**src/rtl/acg_pkg.sv**
```systemverilog
`timescale 1ns/1ps
package acg_pkg;
  localparam int MULT_W      = 3;
  localparam int CODE_MAX512 = 4;
  localparam int CODE_MAX384 = 3;
  localparam int HALF_W      = 3;
  localparam int FHALF_W     = 5;

  typedef struct packed {
    logic              base384;
    logic [MULT_W-1:0] mult;
    logic              wide48;
  } acg_cfg_t;

  function automatic logic cfg_legal(input acg_cfg_t c);
    if (!c.base384 && c.wide48) return 1'b0;
    if (c.base384) return (c.mult <= MULT_W'(CODE_MAX384));
    return (c.mult <= MULT_W'(CODE_MAX512));
  endfunction

  // input clocks per bit-clock half period, minus one
  function automatic logic [HALF_W-1:0] bit_half_m1(input acg_cfg_t c);
    if (!c.base384) return HALF_W'(7);
    if (c.wide48)   return HALF_W'(3);
    return HALF_W'(5);
  endfunction

  // bit clocks per frame-clock level, minus one
  function automatic logic [FHALF_W-1:0] frame_half_m1(input acg_cfg_t c);
    return c.wide48 ? FHALF_W'(23) : FHALF_W'(15);
  endfunction
endpackage

```
**src/rtl/acg_cfg_hold.sv**
```systemverilog
`timescale 1ns/1ps
module acg_cfg_hold
  import acg_pkg::*;
(
  input  logic     clk_i,
  input  logic     rst_ni,
  input  logic     run_i,
  input  acg_cfg_t cfg_i,
  output acg_cfg_t cfg_q_o,
  output logic     legal_o,
  output logic     err_o
);
  acg_cfg_t cfg_q;

  always_ff @(posedge clk_i or negedge rst_ni) begin
    if (!rst_ni) begin
      cfg_q <= '0;
      err_o <= 1'b0;
    end else begin
      if (!run_i) cfg_q <= cfg_i;
      err_o <= ~cfg_legal(cfg_q);
    end
  end

  assign cfg_q_o = cfg_q;
  assign legal_o = cfg_legal(cfg_q);

  // captured setting frozen while running
  a_r8_cfg_frozen: assert property (@(posedge clk_i) disable iff (!rst_ni)
    (run_i && $past(run_i)) |-> $stable(cfg_q));
endmodule

```
**src/rtl/acg_mclk_div.sv**
```systemverilog
`timescale 1ns/1ps
module acg_mclk_div #(
  parameter int CODE_W = 3,
  parameter int NDIV   = 4
) (
  input  logic              clk_i,
  input  logic              rst_ni,
  input  logic              en_i,
  input  logic [CODE_W-1:0] code_i,
  output logic              mclk_o
);
  logic [NDIV-1:0] cnt;
  logic            en_n;
  logic            sel;

  always_ff @(posedge clk_i or negedge rst_ni) begin
    if (!rst_ni)    cnt <= '0;
    else if (!en_i) cnt <= '0;
    else            cnt <= cnt + 1'b1;
  end

  // enable retimed on the falling edge so the undivided path gates cleanly
  always_ff @(negedge clk_i or negedge rst_ni) begin
    if (!rst_ni) en_n <= 1'b0;
    else         en_n <= en_i;
  end

  always_comb begin
    sel = 1'b0;
    if (code_i == '0) sel = clk_i & en_n;
    for (int k = 1; k <= NDIV; k++)
      if (code_i == CODE_W'(k)) sel = cnt[k-1];
  end

  assign mclk_o = sel;

  // divider returns to zero once stopped
  a_r7_div_cleared: assert property (@(posedge clk_i) disable iff (!rst_ni)
    !en_i |=> (cnt == '0));
endmodule

```
**src/rtl/acg_bclk_gen.sv**
```systemverilog
`timescale 1ns/1ps
module acg_bclk_gen #(
  parameter int HALF_W  = 3,
  parameter int FHALF_W = 5
) (
  input  logic               clk_i,
  input  logic               rst_ni,
  input  logic               en_i,
  input  logic [HALF_W-1:0]  half_m1_i,
  input  logic [FHALF_W-1:0] fhalf_m1_i,
  output logic               bclk_o,
  output logic               fclk_o
);
  logic [HALF_W-1:0]  hcnt;
  logic [FHALF_W-1:0] fcnt;

  always_ff @(posedge clk_i or negedge rst_ni) begin
    if (!rst_ni) begin
      hcnt <= '0; fcnt <= '0; bclk_o <= 1'b0; fclk_o <= 1'b0;
    end else if (!en_i) begin
      hcnt <= '0; fcnt <= '0; bclk_o <= 1'b0; fclk_o <= 1'b0;
    end else if (hcnt == half_m1_i) begin
      hcnt   <= '0;
      bclk_o <= ~bclk_o;
      if (bclk_o) begin
        if (fcnt == fhalf_m1_i) begin
          fcnt   <= '0;
          fclk_o <= ~fclk_o;
        end else begin
          fcnt <= fcnt + 1'b1;
        end
      end
    end else begin
      hcnt <= hcnt + 1'b1;
    end
  end

  // stopped generator holds its clocks low
  a_r7_quiet_when_off: assert property (@(posedge clk_i) disable iff (!rst_ni)
    !en_i |=> (!bclk_o && !fclk_o));
  // frame clock moves only with a falling bit clock
  a_r6_frame_on_fall: assert property (@(posedge clk_i) disable iff (!rst_ni)
    ($past(en_i) && !$stable(fclk_o)) |-> $fell(bclk_o));
endmodule

```
**src/rtl/audio_clkgen.sv**
```systemverilog
`timescale 1ns/1ps
module audio_clkgen
  import acg_pkg::*;
#(
  parameter int NDIV = CODE_MAX512
) (
  input  logic              clk_i,
  input  logic              rst_ni,
  input  logic              cfg_base384_i,
  input  logic [MULT_W-1:0] cfg_mult_i,
  input  logic              cfg_wide48_i,
  input  logic              run_i,
  input  logic              gate_i,
  output logic              mclk_o,
  output logic              bclk_o,
  output logic              fclk_o,
  output logic              peer_bclk_o,
  output logic              peer_fclk_o,
  output logic              cfg_err_o
);
  acg_cfg_t cfg_in, cfg_q;
  logic     legal;
  logic     run_q;
  logic     bclk, fclk;

  assign cfg_in = '{base384: cfg_base384_i, mult: cfg_mult_i, wide48: cfg_wide48_i};

  acg_cfg_hold u_cfg (
    .clk_i   (clk_i),
    .rst_ni  (rst_ni),
    .run_i   (run_i),
    .cfg_i   (cfg_in),
    .cfg_q_o (cfg_q),
    .legal_o (legal),
    .err_o   (cfg_err_o)
  );

  always_ff @(posedge clk_i or negedge rst_ni) begin
    if (!rst_ni) run_q <= 1'b0;
    else         run_q <= run_i & ~gate_i & legal;
  end

  acg_mclk_div #(.CODE_W(MULT_W), .NDIV(NDIV)) u_mclk (
    .clk_i  (clk_i),
    .rst_ni (rst_ni),
    .en_i   (run_q),
    .code_i (cfg_q.mult),
    .mclk_o (mclk_o)
  );

  acg_bclk_gen #(.HALF_W(HALF_W), .FHALF_W(FHALF_W)) u_bclk (
    .clk_i      (clk_i),
    .rst_ni     (rst_ni),
    .en_i       (run_q),
    .half_m1_i  (bit_half_m1(cfg_q)),
    .fhalf_m1_i (frame_half_m1(cfg_q)),
    .bclk_o     (bclk),
    .fclk_o     (fclk)
  );

  assign bclk_o      = bclk;
  assign fclk_o      = fclk;
  assign peer_bclk_o = bclk;
  assign peer_fclk_o = fclk;

  // an illegal captured setting never lets the generator run
  a_r9_illegal_stays_off: assert property (@(posedge clk_i) disable iff (!rst_ni)
    cfg_err_o |-> !run_q);
endmodule

```
**config.mk**
```make
export PLATFORM = sky130hd
export DESIGN_NAME = audio_clkgen
export DESIGN_NICKNAME = d
export VERILOG_FILES = /design/src/rtl/acg_pkg.sv /design/src/rtl/acg_cfg_hold.sv /design/src/rtl/acg_mclk_div.sv /design/src/rtl/acg_bclk_gen.sv /design/src/rtl/audio_clkgen.sv
export SDC_FILE = /design/constraint.sdc
export NUM_CORES = 1
export LEC_CHECK = 0
export ABC_CLOCK_PERIOD_IN_PS = 4000
export BUFFER_PORTS_ARGS = -buffer_cell sky130_fd_sc_hd__clkbuf_2
export CELL_PAD_IN_SITES_DETAIL_PLACEMENT = 1
export CELL_PAD_IN_SITES_GLOBAL_PLACEMENT = 2
export CORE_ASPECT_RATIO = 2
export CORE_MARGIN = 2
export CORE_UTILIZATION = 39
export CTS_CLUSTER_DIAMETER = 200
export DETAILED_ROUTE_END_ITERATION = 8
export PLACE_DENSITY_LB_ADDON = 0.1
export SKIP_LAST_GASP = 1
export SYNTH_ARGS = -nofsm -noshare
export SYNTH_HDL_FRONTEND = slang
export SYNTH_SLANG_ARGS = --single-unit
```
**constraint.sdc**
```tcl
create_clock -name clk_i -period 4 [get_ports clk_i]
set_input_delay 0.4 -clock clk_i [delete_from_list [all_inputs] [get_ports clk_i]]
set_output_delay 0.4 -clock clk_i [all_outputs]
set_load 0.1 [all_outputs]
```
==> flow_metrics.env, run 1 <==
export IMPL_slew_viol_final=0
export IMPL_final_cells=135
export IMPL_cts_tree="built"
export IMPL_die_w_um=40.8
export IMPL_holdPathEnd="run_q$_DFF_PN0_"
export IMPL_cap_viol_max_count=0
export IMPL_yosysTopAreaCell="dfrtp_1"
export IMPL_synth_cell_type_count=35
export IMPL_placed_cells=127
export IMPL_grt_max_degree=23
export IMPL_placed_area_um2=1160
export IMPL_status="finished, final reports clean"
export IMPL_worstHoldPathCells=2
export IMPL_rows=26
export IMPL_p_leak_nw=0.599
export IMPL_fin_worst_skew_ns=0.0264
export IMPL_relSlewSlack_pct=64.1
export IMPL_cp_arrival_ns=3.49
export IMPL_required_ns=3.60
export IMPL_cts_setup_buffers=0
export IMPL_hold_viol_final=0
export IMPL_clock_latency_ns=0.40
export IMPL_ys_ff_latch=22
export IMPL_diodes=0
export IMPL_grt_pass1_vias=834
export IMPL_critPathLaunchType="flip-flop"
export IMPL_post_drt_via_cell_ratio=5.44
export IMPL_die_h_um=77.7
export IMPL_end_kind="output port"
export IMPL_avgSynthCellArea_um2=12.2
export IMPL_antenna_found_initial=0
export IMPL_synth_edf_count=0
export IMPL_p_per_area_nw_per_um2=412
export IMPL_path_class="reg2out"
export IMPL_port_buffer_count=14
export IMPL_globalplace_congestion=0.633
export IMPL_drt_initial_drc_count=18
export IMPL_yosysMostFrequentCell="dfrtp_1"
export IMPL_drtPass1Iterations=3
export IMPL_path_clk_slew_ns=0.07
export IMPL_dieArea_um2=3170
export IMPL_netlist_instances=87
export IMPL_final_area_um2=1260
export IMPL_ff2ff_path_depth=0
export IMPL_total_power_mw=0.521
export IMPL_yosysWarnings=0
export IMPL_vias=734
export IMPL_fillers=275
export IMPL_wire_per_inst_um=15.5
export IMPL_grt_pass1_wl_um=3370
export IMPL_vdd_drop_max_mv=0.239
export IMPL_worstMarginPinSlew_ns=0.540
export IMPL_drt_wl_total_um=2090
export IMPL_netlist_top_cells_count="21 x dfrtp_1, 6 x mux2_2, 5 x and2_1, 4 x o21ai_0"
export IMPL_synth_area_top_cells="dfrtp_1 50%, mux2_2 6.4%, ha_1 3.5%"
export IMPL_setup_viol=0
export IMPL_ys_seq_area_share_pct=52.0
export IMPL_final_layout_size_suffix_gt1_share_pct=29.9
export IMPL_post_route_util_pct=49.2
export IMPL_ys_async_sr_fraction_pct=100
export IMPL_core_area_um2=2570
export IMPL_ios=15
export IMPL_ys_dominant_reg_cell="dfrtp_1"
export IMPL_hpwl_um=1560
export IMPL_hold_path_class="in2reg"
export IMPL_reg2reg_slack_ns=1.26
export IMPL_min_from="gate_i"
export IMPL_overflow=0
export IMPL_syn_to_final_growth_pct=19.5
export IMPL_start_util_pct=41.2
export IMPL_nets=120
export IMPL_worstPathMaxFanout=1
export IMPL_drc=0
export IMPL_syn_nets=99
export IMPL_r2r_start="run_q$_DFF_PN0_"
export IMPL_grt_setup_unrepaired="false"
export IMPL_synth_top_area_share_pct=49.6
export IMPL_gr_usage_all_layers_pct=16.0
export IMPL_timing_rr_end="u_mclk.en_n$_DFF_NN0_"
export IMPL_fin_tns_setup_ns=0
export IMPL_syn_area_um2=1060
export IMPL_detail_route_antenna_nets=0
## per-layer routing
layer	GRT usage [%]	routed length (µm)	vias up
li1	-	-	351
met2	24.8	1190	13
met1	15.2	791	364
met5	0	0	-
met3	5.71	65	6
met4	13.0	48	0
## area by class of cell
class,count,area (µm²),area share (%)
Inverter,3,11.3,0.890
Clock buffer,8,104,8.21
Timing Repair Buffer,15,82.6,6.53
Sequential cell,22,551,43.5
Multi-Input combinational cell,59,482,38.1
Tap cell,28,35.0,2.77
## placed cells by master, fill, tap and decap left out, drive strengths merged, types with 2 or more instances in the layout
cell,netlist,routed
nor3b,2,2
and2,5,5
o211ai,2,2
nand3,3,3
ha,3,3
xor2,2,2
a21boi,3,3
mux2,6,6
nor2b,3,3
inv,3,3
clkbuf,1,20
o21ai,4,4
nand2,2,2
xnor2,3,3
a21oi,2,2
and3b,2,2
buf,2,2
or3,3,3
and3,2,2
dfrtp,21,21
## sequential cells by signal, summed over array words and instances, names as in the netlist
signal / count
u_mclk.en_n: 1
u_mclk.cnt: 4
u_bclk.bclk_o: 1
u_cfg.cfg_q_o: 5
u_cfg.err_o: 1
run_q: 1
u_bclk.fcnt: 5
u_bclk.hcnt: 3
u_bclk.fclk_o: 1
## stage by stage
stage	worst slack, ns	hold WS (ns)
floorplan	0.157	0.104
global placement	0.422	0.387
detailed placement	0.417	0.391
CTS	0.0563	0.178
global route	0.0203	0.164
finish	0.115	0.185
## worst max path at each step
stage	start	cells after the start	to	slack, ns
finish	u_mclk.en_n$_DFF_NN0_	5	mclk_o	0.11
global route	u_mclk.en_n$_DFF_NN0_	5	mclk_o	0.02
CTS	u_mclk.en_n$_DFF_NN0_	5	mclk_o	0.06
detailed placement	u_mclk.en_n$_DFF_NN0_	5	mclk_o	0.42
global placement	u_mclk.en_n$_DFF_NN0_	5	mclk_o	0.42
floorplan	u_mclk.en_n$_DFF_NN0_	4	mclk_o	0.16
## cell families after synthesis
| family | after synthesis | share of synthesized area, % |
|---|---|---|
| xor gates and xnor gates | 5 | 4.14 |
| buffers and inverters | 6 | 2.84 |
| DFF | 22 | 52.0 |
| adders and majority gates | 3 | 3.55 |
| muxes | 7 | 7.33 |
| AOI/OAI and AO/OA | 16 | 11.6 |
| and+or+nand+nor | 28 | 18.6 |
## critical path, cell delays in order, from the launching register on
cell	delay [ns]
dfrtn_1	0.39
nand3b_1	0.07
a21oi_1	0.15
a31oi_1	0.06
o21ai_2	0.12
buf_4	0.30
## power by group
part,leakage [nW],total [mW],switching (mW),internal (mW)
Combinational,0.245,0.0364,0.0227,0.0137
Clock,0.0625,0.241,0.0880,0.153
Sequential,0.292,0.244,0.0121,0.232
## timing repair
action	CTS	global route
endpoints found under the hold margin	21	0
resized for setup	1	1
endpoints found under the setup margin	2	2
hold buffers	1	0
No activity file was read; power rests on OpenSTA's default activity.
==> inputs of run 2 (changes only) <==
Settings changed: ABC_CLOCK_PERIOD_IN_PS 4000 to 4500, CORE_UTILIZATION 39 to 30.
Clock period 4 ns to 4.5 ns, I/O delays scaled along.
==> run 2 against run 1 <==
- sequential share of layout area is 0.61 points higher
- sequential power is 11% lower
- core utilization is 12 points lower
- critical path depth stayed put
- cell count is 2.2% higher
- setup slack better by 0.042 ns
- first-iteration DRC count is 50% lower
- worst hold slack worse by 0.14 ns
- sequential cell count stayed put
- clock power is 19% lower
- largest cell class unchanged
- largest power group unchanged
- highest routed layer unchanged
==> flow_metrics.env, run 2 (synthesis results as in run 1) <==
export IMPL_status="finished, final reports clean"
export IMPL_dieArea_um2=4050
export IMPL_start_util_pct=31.3
export IMPL_fillers=381
export IMPL_hpwl_um=1570
export IMPL_ios=15
export IMPL_syn_to_final_growth_pct=17.8
export IMPL_hold_viol_final=0
export IMPL_r2r_start="run_q$_DFF_PN0_"
export IMPL_diodes=0
export IMPL_die_h_um=88.0
export IMPL_grt_pass1_wl_um=3590
export IMPL_ff2ff_path_depth=0
export IMPL_mostFrequentLayoutCells="21 x dfrtp_1, 14 x clkbuf_2, 6 x mux2_2, 6 x clkbuf_8, 5 x and2_1"
export IMPL_cap_viol_max_count=0
export IMPL_die_w_um=46
export IMPL_cp_arrival_ns=3.89
export IMPL_p_leak_nw=0.588
export IMPL_detail_route_antenna_nets=0
export IMPL_post_drt_via_cell_ratio=5.47
export IMPL_wire_per_inst_um=15.2
export IMPL_multi_input_area_um2=482
export IMPL_drt_wl_total_um=2100
export IMPL_hold_path_class="in2async"
export IMPL_p_per_area_nw_per_um2=357
export IMPL_cts_resized=0
export IMPL_worstPathMaxFanout=1
export IMPL_cts_setup_buffers=0
export IMPL_path_clk_slew_ns=0.08
export IMPL_gr_usage_all_layers_pct=12.7
export IMPL_final_layout_size_suffix_gt1_share_pct=29.2
export IMPL_fin_tns_setup_ns=0
export IMPL_cts_tree="built"
export IMPL_drtPass1Iterations=2
export IMPL_post_route_util_pct=36.9
export IMPL_worstMarginPinSlew_ns=0.544
export IMPL_overflow=0
export IMPL_nets=119
export IMPL_vias=755
export IMPL_critPathLaunchType="flip-flop"
export IMPL_drc=0
export IMPL_reg2reg_slack_ns=1.50
export IMPL_cts_hold_buf=0
export IMPL_relSlewSlack_pct=63.9
export IMPL_antenna_found_initial=0
export IMPL_timing_rr_end="u_mclk.en_n$_DFF_NN0_"
export IMPL_path_class="reg2out"
export IMPL_rows=30
export IMPL_fin_worst_skew_ns=0.0287
export IMPL_setup_viol=0
export IMPL_slew_viol_final=0
export IMPL_port_buffer_count=14
export IMPL_vdd_drop_max_mv=0.196
export IMPL_whs_ns=0.0409
export IMPL_grt_max_degree=23
export IMPL_globalplace_congestion=0.678
export IMPL_required_ns=4.05
export IMPL_seq_area_um2=551
export IMPL_layout_cells_most_common="dfrtp_1"
export IMPL_clock_latency_ns=0.39
export IMPL_end_kind="output port"
export IMPL_grt_pass1_vias=824
export IMPL_drt_initial_drc_count=9
export IMPL_core_area_um2=3380
export IMPL_grt_setup_unrepaired="false"
==> run 2: power by group <==
| group | switching, mW | internal [mW] |
|---|---|---|
| Sequential | 0.0111 | 0.206 |
| Combinational | 0.0202 | 0.0116 |
| Clock | 0.0755 | 0.121 |
==> run 2: worst max-delay path by stage <==
| stage | startpoint | endpoint | cells after the start |
|---|---|---|---|
| detailed placement | u_mclk.en_n$_DFF_NN0_ | mclk_o | 5 |
| floorplan | u_mclk.en_n$_DFF_NN0_ | mclk_o | 4 |
| global placement | u_mclk.en_n$_DFF_NN0_ | mclk_o | 5 |
| finish | u_mclk.en_n$_DFF_NN0_ | mclk_o | 5 |
| CTS | u_mclk.en_n$_DFF_NN0_ | mclk_o | 5 |
| global route | u_mclk.en_n$_DFF_NN0_ | mclk_o | 5 |
==> run 2: stage by stage <==
stage	power [mW]	worst slack (ns)	area [µm²]	cells
floorplan	0.242	0.357	1060	87
global placement	0.258	0.621	1160	131
detailed placement	0.258	0.617	1160	131
CTS	0.454	0.119	1250	138
global route	0.468	0.0596	1250	138
finish	0.445	0.156	1250	138
==> run 2: per-layer routing <==
layer / global-route usage [%] / share of wire [%]
met1: 13.0 / 37
met5: 0 / 0
met3: 4.74 / 2.8
met4: 9.61 / 2.3
met2: 19.9 / 58
==> run 2: critical path, cell delays in order, from the launching register on <==
cell	delay, ns
dfrtn_1	0.39
nand3b_1	0.07
a21oi_1	0.15
a31oi_1	0.06
o21ai_2	0.11
clkbuf_2	0.46
==> run 2: area by class of cell <==
| class | count | share of cell area [%] |
|---|---|---|
| multi-input combinational | 59 | 38.6 |
| timing repair buffer | 14 | 5.82 |
| clock buffer | 8 | 7.32 |
| inverter | 3 | 0.903 |
| tap | 32 | 3.21 |
| sequential | 22 | 44.1 |
==> inputs of run 3 (changes only) <==
Settings changed: CORE_UTILIZATION 30 to 39.
==> run 3 against run 2 <==
- sequential cell count unchanged
- cell count decreased by 3.6%
- via count up 0.26%
- non-clock buffer count fell by 1
- wire length fell by 1.7%
- die area is 22% lower
- clock power barely moved
- count of clock-buffer cells in the layout stayed put
- combinational power fell by 3%
- core utilization grew 11 points
- setup slack better by 0.0040 ns
- global-route usage up 3.0 points
- critical endpoint unchanged
- largest cell class unchanged
==> flow_metrics.env, run 3 (synthesis results as in run 1) <==
export IMPL_rows=26
export IMPL_grt_max_degree=23
export IMPL_fin_worst_skew_ns=0.0267
export IMPL_ios=15
export IMPL_mostFrequentLayoutCells="21 x dfrtp_1, 14 x clkbuf_2, 6 x mux2_2, 6 x clkbuf_8, 5 x and2_1"
export IMPL_path_class="reg2out"
export IMPL_hold_path_class="in2async"
export IMPL_drt_initial_drc_count=8
export IMPL_hpwl_um=1540
export IMPL_critPathLaunchType="flip-flop"
export IMPL_end_kind="output port"
export IMPL_syn_to_final_growth_pct=16.7
export IMPL_antenna_found_initial=0
export IMPL_crit_family="buffers and inverters"
export IMPL_cp_slowest_cell="clkbuf_2"
export IMPL_drt_wl_total_um=2070
export IMPL_slowest_delay_ns=0.46
export IMPL_detail_route_antenna_nets=0
export IMPL_final_layout_size_suffix_gt1_share_pct=28.6
export IMPL_dieArea_um2=3170
export IMPL_power_switching_mw=0.109
export IMPL_overflow=0
export IMPL_die_w_um=40.8
export IMPL_r2r_start="run_q$_DFF_PN0_"
export IMPL_gr_usage_all_layers_pct=15.7
export IMPL_cp_depth=5
export IMPL_grt_pass1_vias=793
export IMPL_cts_tree="built"
export IMPL_die_h_um=77.7
export IMPL_diodes=0
export IMPL_worstMarginPinSlew_ns=0.540
export IMPL_post_drt_via_cell_ratio=5.69
export IMPL_globalplace_congestion=0.627
export IMPL_startpoint="u_mclk.en_n$_DFF_NN0_"
export IMPL_drtPass1Iterations=4
export IMPL_status="finished, final reports clean"
export IMPL_cts_setup_buffers=0
export IMPL_cap_viol_max_count=0
export IMPL_drc=0
export IMPL_port_buffer_count=14
export IMPL_ff2ff_path_depth=0
export IMPL_worstPathMaxFanout=1
export IMPL_wire_per_inst_um=15.5
export IMPL_p_leak_nw=0.583
export IMPL_crit_buf_inv=1
export IMPL_path_clk_slew_ns=0.08
export IMPL_slew_viol_final=0
export IMPL_grt_pass1_wl_um=3260
export IMPL_hold_viol_final=0
export IMPL_clock_latency_ns=0.39
export IMPL_grt_setup_unrepaired="false"
export IMPL_power_frac_comb_pct=6.9
export IMPL_seq_power_share_pct=48.5
export IMPL_pwr_share_clk_pct=44.6
export IMPL_setup_viol=0
export IMPL_required_ns=4.05
export IMPL_start_util_pct=41.2
export IMPL_layout_cells_most_common="dfrtp_1"
export IMPL_cts_hold_buf=0
export IMPL_relSlewSlack_pct=64.0
export IMPL_post_route_util_pct=48.1
export IMPL_power_switching_share_pct=24.4
export IMPL_nets=118
export IMPL_p_per_area_nw_per_um2=362
export IMPL_path_cells="nand3b_1, a21oi_1, a31oi_1, o21ai_2, clkbuf_2"
export IMPL_vdd_drop_max_mv=0.233
export IMPL_fin_tns_setup_ns=0
export IMPL_vias=757
export IMPL_cts_resized=0
export IMPL_core_area_um2=2570
export IMPL_cp_arrival_ns=3.89
export IMPL_internal_power_mw=0.338
run 3: final timing paths:
kind	endpoint	slack, ns
setup / recovery	mclk_o	0.16
hold / removal	u_bclk.fcnt[3]$_DFFE_PN0P_	0.04
setup reg to reg	u_mclk.en_n$_DFF_NN0_	1.51
hold reg to reg	u_mclk.cnt[0]$_DFF_PN0_	0.52
max in group asynchronous	u_mclk.en_n$_DFF_NN0_	1.95
min in group clk_i	run_q$_DFF_PN0_	0.24
run 3: metal layers:
metal	wire length, µm	vias up	global-route usage, %
met5	0	-	0
met4	55	0	11.0
met3	64	6	6.57
met2	1200	14	23.9
met1	748	388	15.7
li1	-	349	-
run 3: stage by stage:
stage	instance area (µm²)	power [mW]	hold slack, ns	std cells	setup WS (ns)
2_1_floorplan	1060	0.242	0.154	87	0.357
3_3_place_gp	1150	0.256	0.456	126	0.621
3_5_place_dp	1150	0.258	0.467	126	0.615
4_1_cts	1230	0.453	0.0663	133	0.137
5_1_grt	1230	0.468	0.0802	133	0.0777
6_report	1230	0.447	0.0418	133	0.160
run 3: area by class of cell:
cell class / count / area, µm²
inverter: 3 / 11.3
multi-input combinational: 59 / 482
fill: 294 / 1340
tap: 28 / 35.0
sequential: 22 / 551
timing repair buffer: 13 / 65.1
clock buffer: 8 / 91.3
run 3: power groups by stage:
stage,clock network [mW],logic (mW),registers (mW)
4_1_cts,0.204,0.0316,0.217
2_1_floorplan,0.00424,0.0114,0.227
6_report,0.199,0.0308,0.217
3_5_place_dp,0.00455,0.0316,0.222
3_3_place_gp,0.00455,0.0308,0.221
5_1_grt,0.216,0.0334,0.219
